--- src/rtl/preamble_pkg.sv ---
package preamble_pkg;

  typedef enum logic [2:0] {
    ST_IDLE  = 3'd0,
    ST_CARR  = 3'd1,
    ST_QUIET = 3'd2,
    ST_REV   = 3'd3,
    ST_EQ    = 3'd4,
    ST_SYNC  = 3'd5,
    ST_DATA  = 3'd6,
    ST_OFF   = 3'd7
  } pa_state_e;

  // b[0] is earliest in time; result in 45-degree units
  function automatic logic [2:0] map_bits(input logic hi, input logic [2:0] b);
    logic [2:0] code;
    if (hi) begin
      case ({b[0], b[1], b[2]})
        3'b001:  code = 3'd0;
        3'b000:  code = 3'd1;
        3'b010:  code = 3'd2;
        3'b011:  code = 3'd3;
        3'b111:  code = 3'd4;
        3'b110:  code = 3'd5;
        3'b100:  code = 3'd6;
        default: code = 3'd7;
      endcase
    end else begin
      case ({b[0], b[1]})
        2'b00:   code = 3'd0;
        2'b01:   code = 3'd2;
        2'b11:   code = 3'd4;
        default: code = 3'd6;
      endcase
    end
    return code;
  endfunction

endpackage

--- src/rtl/pa_scrambler_gen.sv ---
module pa_scrambler_gen #(
  parameter int W = 7,
  parameter int TAP_A = 6,
  parameter int TAP_B = 7,
  parameter logic [W-1:0] SEED = 7'b0111100,
  parameter int MAXS = 3,
  localparam int SW = $clog2(MAXS + 1)
) (
  input  logic            clk,
  input  logic            rst,
  input  logic            load,
  input  logic            adv,
  input  logic [SW-1:0]   nsteps,
  output logic [MAXS-1:0] bits_o
);

  // st_q[k-1] holds the bit generated k steps ago
  logic [W-1:0] st_q;
  logic [W-1:0] after [MAXS+1];

  always_comb begin
    logic [W-1:0] cur;
    cur = st_q;
    after[0] = st_q;
    for (int i = 0; i < MAXS; i++) begin
      bits_o[i] = 1'b1 ^ cur[TAP_A-1] ^ cur[TAP_B-1];
      cur = {cur[W-2:0], bits_o[i]};
      after[i+1] = cur;
    end
  end

  always_ff @(posedge clk) begin
    if (rst || load) st_q <= SEED;
    else if (adv)    st_q <= after[nsteps];
  end

  AST_NO_LOCKUP: assert property (@(posedge clk) disable iff (rst)
    st_q != {W{1'b1}});

endmodule

--- src/rtl/pa_seg_ctrl.sv ---
module pa_seg_ctrl import preamble_pkg::*; #(
  parameter int CARR_LEN  = 300,
  parameter int QUIET_LEN = 32,
  parameter int REV_SHORT = 14,
  parameter int REV_LONG  = 50,
  parameter int EQ_SHORT  = 58,
  parameter int EQ_LONG   = 1074,
  parameter int SYNC_LEN  = 8,
  parameter int OFF_LEN   = 16
) (
  input  logic      clk,
  input  logic      rst,
  input  logic      stb,
  input  logic      rts,
  input  logic      conn,
  input  logic      rate_in,
  input  logic      alt_in,
  output pa_state_e state_q,
  output pa_state_e state_nx,
  output logic      rate_q,
  output logic      alt_q
);

  localparam int TOT = CARR_LEN + QUIET_LEN + REV_LONG + EQ_LONG + SYNC_LEN + OFF_LEN;
  localparam int CW  = $clog2(TOT + 1);

  logic [CW-1:0] cnt_q, cnt_nx, seg_len;
  logic long_q, long_due, conn_q, conn_rise, go, last, start;

  assign conn_rise = conn && !conn_q;
  assign go        = rts && conn;
  assign last      = (cnt_q == seg_len - 1'b1);
  assign start     = (state_nx == ST_CARR) && (state_q != ST_CARR);

  always_comb begin
    case (state_q)
      ST_CARR:  seg_len = CW'(CARR_LEN);
      ST_QUIET: seg_len = CW'(QUIET_LEN);
      ST_REV:   seg_len = long_q ? CW'(REV_LONG) : CW'(REV_SHORT);
      ST_EQ:    seg_len = long_q ? CW'(EQ_LONG) : CW'(EQ_SHORT);
      ST_SYNC:  seg_len = CW'(SYNC_LEN);
      ST_OFF:   seg_len = CW'(OFF_LEN);
      default:  seg_len = CW'(1);
    endcase
  end

  always_comb begin
    state_nx = state_q;
    cnt_nx   = cnt_q;
    if (stb) begin
      cnt_nx = cnt_q + 1'b1;
      case (state_q)
        ST_IDLE: begin
          cnt_nx = '0;
          if (go) state_nx = ST_CARR;
        end
        ST_DATA: begin
          cnt_nx = '0;
          if (!rts) state_nx = ST_OFF;
        end
        ST_OFF: begin
          if (last) begin
            cnt_nx   = '0;
            state_nx = go ? ST_CARR : ST_IDLE;
          end
        end
        default: begin
          if (!rts) begin
            cnt_nx   = '0;
            state_nx = ST_OFF;
          end else if (last) begin
            cnt_nx   = '0;
            state_nx = pa_state_e'(state_q + 3'd1);
          end
        end
      endcase
    end
  end

  always_ff @(posedge clk) begin
    if (rst) begin
      state_q  <= ST_IDLE;
      cnt_q    <= '0;
      conn_q   <= 1'b0;
      long_due <= 1'b0;
      long_q   <= 1'b0;
      rate_q   <= 1'b0;
      alt_q    <= 1'b0;
    end else begin
      state_q <= state_nx;
      cnt_q   <= cnt_nx;
      conn_q  <= conn;
      if (start) begin
        long_q   <= long_due || conn_rise;
        rate_q   <= rate_in;
        alt_q    <= alt_in;
        long_due <= 1'b0;
      end else if (conn_rise) begin
        long_due <= 1'b1;
      end
    end
  end

  AST_CNT_IN_SEG: assert property (@(posedge clk) disable iff (rst)
    (state_q != ST_IDLE && state_q != ST_DATA) |-> cnt_q < seg_len);

  AST_START_GATED: assert property (@(posedge clk) disable iff (rst)
    (state_q == ST_CARR && $past(state_q) != ST_CARR) |-> $past(rts && conn && stb));

  AST_OFF_HOLDS: assert property (@(posedge clk) disable iff (rst)
    (state_q == ST_OFF && cnt_q != CW'(OFF_LEN - 1)) |=> state_q != ST_CARR);

endmodule

--- src/rtl/preamble_sequencer.sv ---
module preamble_sequencer import preamble_pkg::*; #(
  parameter int CARR_LEN  = 300,
  parameter int QUIET_LEN = 32,
  parameter int REV_SHORT = 14,
  parameter int REV_LONG  = 50,
  parameter int EQ_SHORT  = 58,
  parameter int EQ_LONG   = 1074,
  parameter int SYNC_LEN  = 8,
  parameter int OFF_LEN   = 16
) (
  input  logic       clk,
  input  logic       rst,
  input  logic       sym_stb,
  input  logic       rts_i,
  input  logic       conn_i,
  input  logic       rate_hi_i,
  input  logic       alt_pat_i,
  output logic [2:0] phase_o,
  output logic       carrier_o,
  output logic       rfs_o
);

  localparam int MAXS = 3;
  localparam int SW   = $clog2(MAXS + 1);

  pa_state_e st_q, st_nx;
  logic rate_q, alt_q, adv, load;
  logic [SW-1:0]   nsteps;
  logic [MAXS-1:0] gbits;

  pa_seg_ctrl #(
    .CARR_LEN(CARR_LEN), .QUIET_LEN(QUIET_LEN),
    .REV_SHORT(REV_SHORT), .REV_LONG(REV_LONG),
    .EQ_SHORT(EQ_SHORT), .EQ_LONG(EQ_LONG),
    .SYNC_LEN(SYNC_LEN), .OFF_LEN(OFF_LEN)
  ) u_ctrl (
    .clk(clk), .rst(rst), .stb(sym_stb), .rts(rts_i), .conn(conn_i),
    .rate_in(rate_hi_i), .alt_in(alt_pat_i),
    .state_q(st_q), .state_nx(st_nx), .rate_q(rate_q), .alt_q(alt_q)
  );

  always_comb begin
    adv    = sym_stb && (st_nx == ST_EQ || st_nx == ST_SYNC);
    load   = sym_stb && !adv;
    if (st_nx == ST_EQ) nsteps = alt_q ? SW'(2) : SW'(3);
    else                nsteps = rate_q ? SW'(3) : SW'(2);
  end

  pa_scrambler_gen #(.MAXS(MAXS)) u_gen (
    .clk(clk), .rst(rst), .load(load), .adv(adv), .nsteps(nsteps), .bits_o(gbits)
  );

  always_ff @(posedge clk) begin
    if (rst) begin
      phase_o   <= '0;
      carrier_o <= 1'b0;
      rfs_o     <= 1'b0;
    end else if (sym_stb) begin
      phase_o   <= '0;
      carrier_o <= 1'b1;
      rfs_o     <= 1'b0;
      case (st_nx)
        ST_IDLE, ST_QUIET: carrier_o <= 1'b0;
        ST_REV:  phase_o <= 3'd4;
        ST_EQ:   phase_o <= gbits[0] ? 3'd4 : 3'd0;
        ST_SYNC: phase_o <= map_bits(rate_q, gbits);
        ST_DATA: rfs_o   <= 1'b1;
        default: ;
      endcase
    end
  end

  AST_REV_PHASE: assert property (@(posedge clk) disable iff (rst)
    st_q == ST_REV |-> (phase_o == 3'd4 && carrier_o));

  AST_EQ_BINARY: assert property (@(posedge clk) disable iff (rst)
    st_q == ST_EQ |-> phase_o[1:0] == 2'b00);

  AST_QUIET_OFF: assert property (@(posedge clk) disable iff (rst)
    st_q == ST_QUIET |-> !carrier_o);

  AST_RFS_NEEDS_RTS: assert property (@(posedge clk) disable iff (rst)
    $rose(rfs_o) |-> $past(rts_i));

  AST_RFS_CARRIER: assert property (@(posedge clk) disable iff (rst)
    rfs_o |-> carrier_o);

endmodule

--- config.mk ---
export PLATFORM = sky130hd
export DESIGN_NAME = preamble_sequencer
export DESIGN_NICKNAME = d
export VERILOG_FILES = /design/src/rtl/preamble_pkg.sv /design/src/rtl/pa_scrambler_gen.sv /design/src/rtl/pa_seg_ctrl.sv /design/src/rtl/preamble_sequencer.sv
export SDC_FILE = /design/constraint.sdc
export NUM_CORES = 1
export LEC_CHECK = 0
export ABC_AREA = 1
export ABC_CLOCK_PERIOD_IN_PS = 2550
export BUFFER_PORTS_ARGS = -buffer_cell sky130_fd_sc_hd__buf_2
export CAP_MARGIN = 40
export CORE_ASPECT_RATIO = 0.7
export CORE_MARGIN = 3
export CORE_UTILIZATION = 43
export CTS_CLUSTER_DIAMETER = 200
export DETAILED_ROUTE_END_ITERATION = 16
export GPL_TIMING_DRIVEN = 1
export PLACE_DENSITY = 0.65
export SYNTH_ARGS = -nofsm -noshare
export SYNTH_HDL_FRONTEND = slang
export SYNTH_SLANG_ARGS = --single-unit
--- constraint.sdc ---
create_clock -name clk -period 2.55 [get_ports clk]
set_input_delay 0.6375 -clock clk [delete_from_list [all_inputs] [get_ports clk]]
set_output_delay 0.6375 -clock clk [all_outputs]
set_load 0.01 [all_outputs]
==> impl_metrics.py, run 1 <==
metrics = {
    "die": {
        "ios": 12,
        "dieArea_um2": 6110,
        "dieHeight_um": 66.3,
        "row_count": 21,
        "core_area_um2": 4890,
        "start_util_pct": 45.8,
        "die_x_um": 92.2,
    },
    "clock_network": {
        "clkLatencyLatePin_ns": 0.29,
        "root_buffer": "clkbuf_8",
        "cts.sink_count": 31,
        "holdBufCountCts": 0,
        "ctsLongestPathBuffers": 2,
        "cts_buffers": 5,
        "cts_tree": "yes",
        "clkTransAtPathRegs_ns": 0.08,
        "htree_levels": 2,
    },
    "worst_setup_path": {
        "worstPathRequired_ns": 2.74,
        "critical_path_class": "flop to flop",
        "worst-path-max-fanout": 5,
        "arrival_ns": 3.18,
        "worstSetupEndpointType": "flop",
        "startpoint_type": "flop",
    },
    "yosys": {
        "yosys-top-cells-area": "dfxtp_1 28%, nand2_1 13%, nand3_1 8.3%",
        "synth_top_family_by_area": "simple AND/OR/NAND/NOR gates",
        "ys_async_sr_fraction_pct": 0,
        "synth_edf_count": 0,
        "synth_cell_types": 37,
        "synth-seq-cells": 31,
        "synth-simple-area-share_pct": 39.7,
        "muxShareOfSynthArea_pct": 0,
        "synth_xor_area_share_pct": 2.35,
        "synth_ff_type": "dfxtp_1",
        "synth-compound-area-share_pct": 16.3,
        "synthesis.area_um2": 2240,
        "synth_fa_ha_area_share_pct": 3.92,
        "yosysTopAreaCellShare_pct": 27.8,
        "synth_top_area_cell": "dfxtp_1",
        "yosysSeqAreaShare_pct": 27.8,
        "synthCells": 339,
        "yosysWarnings": 0,
        "synth_nets": 353,
        "syn_area_per_cell_um2": 6.60,
    },
    "timing": {
        "holdWs_ns": 0.480,
        "rsz0062_at_grt": "yes",
        "finalHoldViolations": 0,
        "slew-limit-headroom_pct": 49.0,
        "final.setup_skew_ns": 0.0117,
        "fin_ws_ns": -0.441,
        "tightestPinTransition_ns": 0.764,
        "fmax_ghz": 0.334,
        "maxSlewViolCount": 0,
        "fin_crit_sh_pct": 117,
        "setup_violations": 18,
        "min_period_ns": 2.99,
    },
    "final_layout": {
        "n_fill_cell": 425,
        "areaGrowthSynthToFinish_pct": 43.6,
        "diodes": 0,
        "instances_no_fill": 464,
        "final_layout_size_suffix_gt1_share_pct": 37.7,
        "layout.nets": 408,
    },
    "drt": {
        "wl_per_cell_um": 14.7,
        "dr.pass1.iters": 5,
        "drt_iter0_markers": 185,
        "ant_nets": 0,
        "vias_per_cell": 5.34,
        "num_vias": 2479,
        "drt_wl_total_um": 6810,
        "drc": 0,
    },
    "grt": {
        "grt_pass1_vias": 2311,
        "grt_max_degree": 21,
        "grt_pass1_wl_um": 11200,
        "track_usage_pct": 23.4,
        "antenna_found_initial": 0,
        "gr-total-overflow": 0,
    },
    "power_and_ir_drop": {
        "report.power.total_w": 0.00252,
        "power_density_nw_per_um2": 785,
        "ir_drop_mv": 0.443,
        "total_leakage_power_nw": 1.37,
    },
    "worst_hold_path": {
        "hp-class": "flop to flop",
    },
    "status": {
        "failed_checks": "negative setup slack",
        "status": "finished with violations",
    },
    "placed_design": {
        "gp_congestion": 0.936,
        "place.detailed.hpwl_um": 4470,
        "io_buffers": 11,
        "placedCellCount": 440,
    },
    "flow_run": {
        "drv_cap": 0,
    },
}
## path summary, 6_finish.rpt
kind	slack (ns)	to	depth (start not counted)	from
hold reg to reg	0.48	u_gen.st_q[2]	2	u_gen.st_q[2]
hold / removal	0.48	u_gen.st_q[2]	2	u_gen.st_q[2]
setup / recovery	-0.44	u_gen.st_q[4]	18	u_ctrl.state_q[0]
setup reg to reg	-0.44	u_gen.st_q[4]	18	u_ctrl.state_q[0]
## power by group
part           leakage (nW)  internal [W]  switching [W]
Combinational          1.05      0.000599       0.000844
Sequential            0.255      0.000531      0.0000593
Clock                0.0594      0.000277       0.000210
Total                  1.37       0.00141        0.00111
## what timing repair did
action                                  4_1_cts  5_1_grt
endpoints found under the setup margin       18       30
pin swaps                                    24       12
cloned                                        3        0
resized for setup                            38       30
setup buffers                                10        3
## logic make-up after synthesis
kind of cell | after synthesis
xor+xnor | 6
buf+inv | 59
fa+ha+maj | 7
simple gates | 179
compound gates | 57
flops | 31
## metrics by stage
step | utilization, % | cell area, µm² | setup TNS, ns | setup slack, ns
floorplan | - | 2320 | -0.355 | -0.0618
global placement | 54.2 | 2650 | -4.41 | -0.378
detailed placement | 54.2 | 2650 | -5.01 | -0.412
CTS | 62.7 | 3060 | -4.50 | -0.330
global route | 65.7 | 3210 | -10.59 | -0.632
finish | 65.7 | 3210 | -6.00 | -0.441
## cell type report
type	instances	area (µm²)	share of cell area, %
clock inverter	1	5.00	0.156
timing repair buffer	52	394	12.3
tap	69	86.3	2.69
multi-input combinational	252	1780	55.3
clock buffer	7	108	3.35
sequential	31	632	19.7
inverter	52	210	6.54
## cell usage after synthesis, types with 2 or more instances
master	count
nand3b_1	3
o21ai_0	9
clkbuf_1	6
nor2_2	2
nand2_1	77
a21oi_2	3
inv_1	48
inv_2	3
xor2_1	2
nor2_4	5
o22ai_1	5
o41ai_1	2
o32ai_1	3
ha_1	7
o21ai_1	4
nor2_1	24
nor3_1	6
nand2_4	2
o21ai_2	2
xnor2_1	4
nand4_1	10
nand2_2	9
dfxtp_1	31
a21oi_1	23
nand3_1	37
## metal layers
metal | global-route usage [%] | part of all wire (%) | up-vias
li1 | - | - | 1245
met1 | 35.0 | 49 | 1158
met2 | 33.5 | 42 | 72
met3 | 4.89 | 7.6 | 4
met4 | 6.30 | 0.73 | 0
met5 | 0 | 0 | -
## placed cells by master (no fill, tap or decap), types with 7 or more instances in the layout
| master | netlist | final |
|---|---|---|
| nor2_1 | 24 | 19 |
| nand3_1 | 37 | 27 |
| nand2_2 | 9 | 15 |
| buf_4 | 0 | 35 |
| a21oi_1 | 23 | 18 |
| nand2_1 | 77 | 65 |
| inv_1 | 48 | 42 |
| nor2_4 | 5 | 7 |
| dfxtp_1 | 31 | 28 |
| buf_2 | 0 | 11 |
| nand3_2 | 1 | 9 |
| nand4_1 | 10 | 10 |
## state kept, by name, summed over array words and instances (netlist names)
signal and count:
u_gen.st_q 7, u_ctrl.long_q 1, u_ctrl.alt_q 1, carrier_o 1, u_ctrl.cnt_q 11, u_ctrl.rate_q 1
phase_o 3, rfs_o 1, u_ctrl.long_due 1, u_ctrl.state_q 3, u_ctrl.conn_q 1
## worst max-delay path: stages (launching register included)
cell and delay (ns):
dfxtp_4 0.38, ha_4 0.19, ha_4 0.17, inv_4 0.07
nand2_8 0.06, a21oi_4 0.21, nand4_4 0.18, nand2_1 0.09
nand4_1 0.14, nor2_4 0.21, nand3_4 0.14, a21oi_4 0.24
nand2_2 0.09, o21ai_4 0.10, nand2_4 0.11, o21ai_4 0.26
nand3_1 0.11, nand3_1 0.09, nand2_1 0.05
(Power assumes the default switching activity.)
==> run 2: changes to the inputs <==
--- a/config.mk
+++ b/config.mk
@@ -9,7 +9,6 @@
 export ABC_CLOCK_PERIOD_IN_PS = 2550
 export BUFFER_PORTS_ARGS = -buffer_cell sky130_fd_sc_hd__buf_2
 export CAP_MARGIN = 40
-export CORE_ASPECT_RATIO = 0.7
 export CORE_MARGIN = 3
 export CORE_UTILIZATION = 43
 export CTS_CLUSTER_DIAMETER = 200
==> impl_metrics.py, run 2 (synthesized netlist as in run 1, its figures left out) <==
metrics = {
    "final_layout": {
        "n_fill_cell": 414,
        "mostFrequentLayoutCells": "65 x nand2_1, 48 x buf_4, 43 x inv_1",
        "multi_input_area_um2": 1670,
        "finalInstanceArea_um2": 3150,
        "top_register": "u_ctrl.cnt_q",
        "final_common_cell": "nand2_1",
        "final_layout_size_suffix_gt1_share_pct": 37.4,
        "reg.largest.list": "u_ctrl.cnt_q (11), u_gen.st_q (7)",
        "fin_util_pct": 64.6,
        "largest_register_ffs": 11,
        "areaGrowthSynthToFinish_pct": 40.9,
        "final-seq-area_um2": 629,
        "layout.nets": 420,
        "diodes": 0,
    },
    "die": {
        "core_area_um2": 4880,
        "dieHeight_um": 78.1,
        "die_x_um": 78.1,
        "dieArea_um2": 6100,
        "ios": 12,
        "start_util_pct": 45.8,
        "row_count": 25,
    },
    "clock_network": {
        "holdBufCountCts": 0,
        "cts.sink_count": 31,
        "htree_levels": 2,
        "clkTransAtPathRegs_ns": 0.07,
        "ctsLongestPathBuffers": 2,
        "cts_buffers": 5,
        "cts_tree": "yes",
        "root_buffer": "clkbuf_8",
        "clkLatencyLatePin_ns": 0.29,
    },
    "worst_setup_path": {
        "worstSetupStartpoint": "u_ctrl.state_q[0]",
        "critPathSlowestCell": "dfxtp_4",
        "cp_cell_sequence": "ha_4, ha_4, inv_4, nand2_4, a21oi_4, nand3_2, nand2_2, nand3_2, nand2_2, nand2_2, nor2_4, nand4_1, nand2_1, nand2_1, nand2_2, nand2_4, a21oi_4, nand3_4, nand2_2, nand2_1, nand3_2, nand2_1",
        "critical_path_class": "flop to flop",
        "path_buf_inv": 1,
        "worst-path-max-fanout": 5,
        "crit_family": "simple AND/OR/NAND/NOR gates",
        "arrival_ns": 3.09,
        "r2r_start": "u_ctrl.state_q[0]",
        "worstSetupEndpointType": "flop",
        "startpoint_type": "flop",
        "r2r_setup_slack_ns": -0.36,
        "worstPathRequired_ns": 2.73,
        "cp_common_cell": "nand2_2",
        "slowest_delay_ns": 0.38,
    },
    "placed_design": {
        "io_buffers": 11,
        "placed_cell_area_um2": 2720,
        "place.detailed.hpwl_um": 4370,
        "gp_congestion": 0.886,
        "place_ws_ns": -0.400,
    },
    "grt": {
        "track_usage_pct": 21.4,
        "grt_pass1_vias": 2377,
        "grt_max_degree": 21,
        "grt_pass1_wl_um": 10600,
        "gr-total-overflow": 0,
        "antenna_found_initial": 0,
    },
    "drt": {
        "drt_wl_total_um": 6490,
        "dr.pass1.iters": 5,
        "num_vias": 2449,
        "drc": 0,
        "drt_iter0_markers": 126,
        "wl_per_cell_um": 13.7,
        "vias_per_cell": 5.18,
        "ant_nets": 0,
    },
    "timing": {
        "tightestPinTransition_ns": 0.660,
        "fin_ws_ns": -0.362,
        "setup_violations": 17,
        "fin_crit_sh_pct": 114,
        "min_period_ns": 2.91,
        "finalHoldViolations": 0,
        "fmax_ghz": 0.343,
        "maxSlewViolCount": 0,
        "final.setup_skew_ns": 0.00569,
        "rsz0062_at_grt": "yes",
        "slew-limit-headroom_pct": 56.0,
    },
    "power_and_ir_drop": {
        "ir_drop_mv": 0.460,
        "power_density_nw_per_um2": 767,
        "total_leakage_power_nw": 1.38,
    },
    "worst_hold_path": {
        "hp-class": "flop to flop",
        "min_from": "u_gen.st_q[2]",
    },
    "status": {
        "status": "finished with violations",
        "failed_checks": "negative setup slack",
    },
    "flow_run": {
        "drv_cap": 0,
    },
}
## run 2: tightest hold or removal path: cells and delay by family (launching register included)
kind / cells / cell delay (ns)
AO/OA/AOI/OAI: 1 / 0.06
AND/OR/NAND/NOR: 1 / 0.06
flip-flops: 1 / 0.35
## run 2: cell type report
class                      count  area share, %
multi-input combinational    252           53.1
clock buffer                   6           2.62
sequential                    31           20.0
timing repair buffer          64           15.0
clock inverter                 1          0.159
inverter                      52           6.51
tap                           67           2.66
## run 2: metal layers
| metal | wire (µm) | vias up | GRT usage [%] |
|---|---|---|---|
| met4 | 186 | 0 | 9.09 |
| li1 | - | 1267 | - |
| met3 | 209 | 18 | 4.59 |
| met1 | 2940 | 1122 | 26.2 |
| met2 | 3160 | 42 | 36.2 |
| met5 | 0 | - | 0 |
## run 2: repair_timing
| action | 4_1_cts | 5_1_grt |
|---|---|---|
| resized for setup | 16 | 31 |
| cloned | 3 | 0 |
| pin swaps | 16 | 15 |
| setup endpoints to repair | 17 | 19 |
| setup buffers | 14 | 1 |
## run 2: final timing paths
| path | cells past startpoint | endpoint |
|---|---|---|
| hold reg to reg | 2 | u_gen.st_q[2] |
| setup reg to reg | 22 | u_gen.st_q[4] |
| setup / recovery | 22 | u_gen.st_q[4] |
| hold / removal | 2 | u_gen.st_q[2] |
## run 2: per-stage QoR
step	power [W]	setup TNS [ns]	hold slack [ns]	cells
5_1_grt	0.00258	-8.53	0.512	473
3_3_place_gp	0.00168	-3.86	0.449	448
4_1_cts	0.00229	-3.68	0.479	472
6_report	0.00242	-4.69	0.485	473
2_1_floorplan	0.00132	-0.355	0.437	339
3_5_place_dp	0.00169	-4.34	0.463	448
## run 2: report_power, final
group	internal [W]	switching, W	leakage, nW
Combinational	0.000620	0.000807	1.08
Clock	0.000212	0.000193	0.0470
Sequential	0.000531	0.0000540	0.255
Total	0.00136	0.00105	1.38
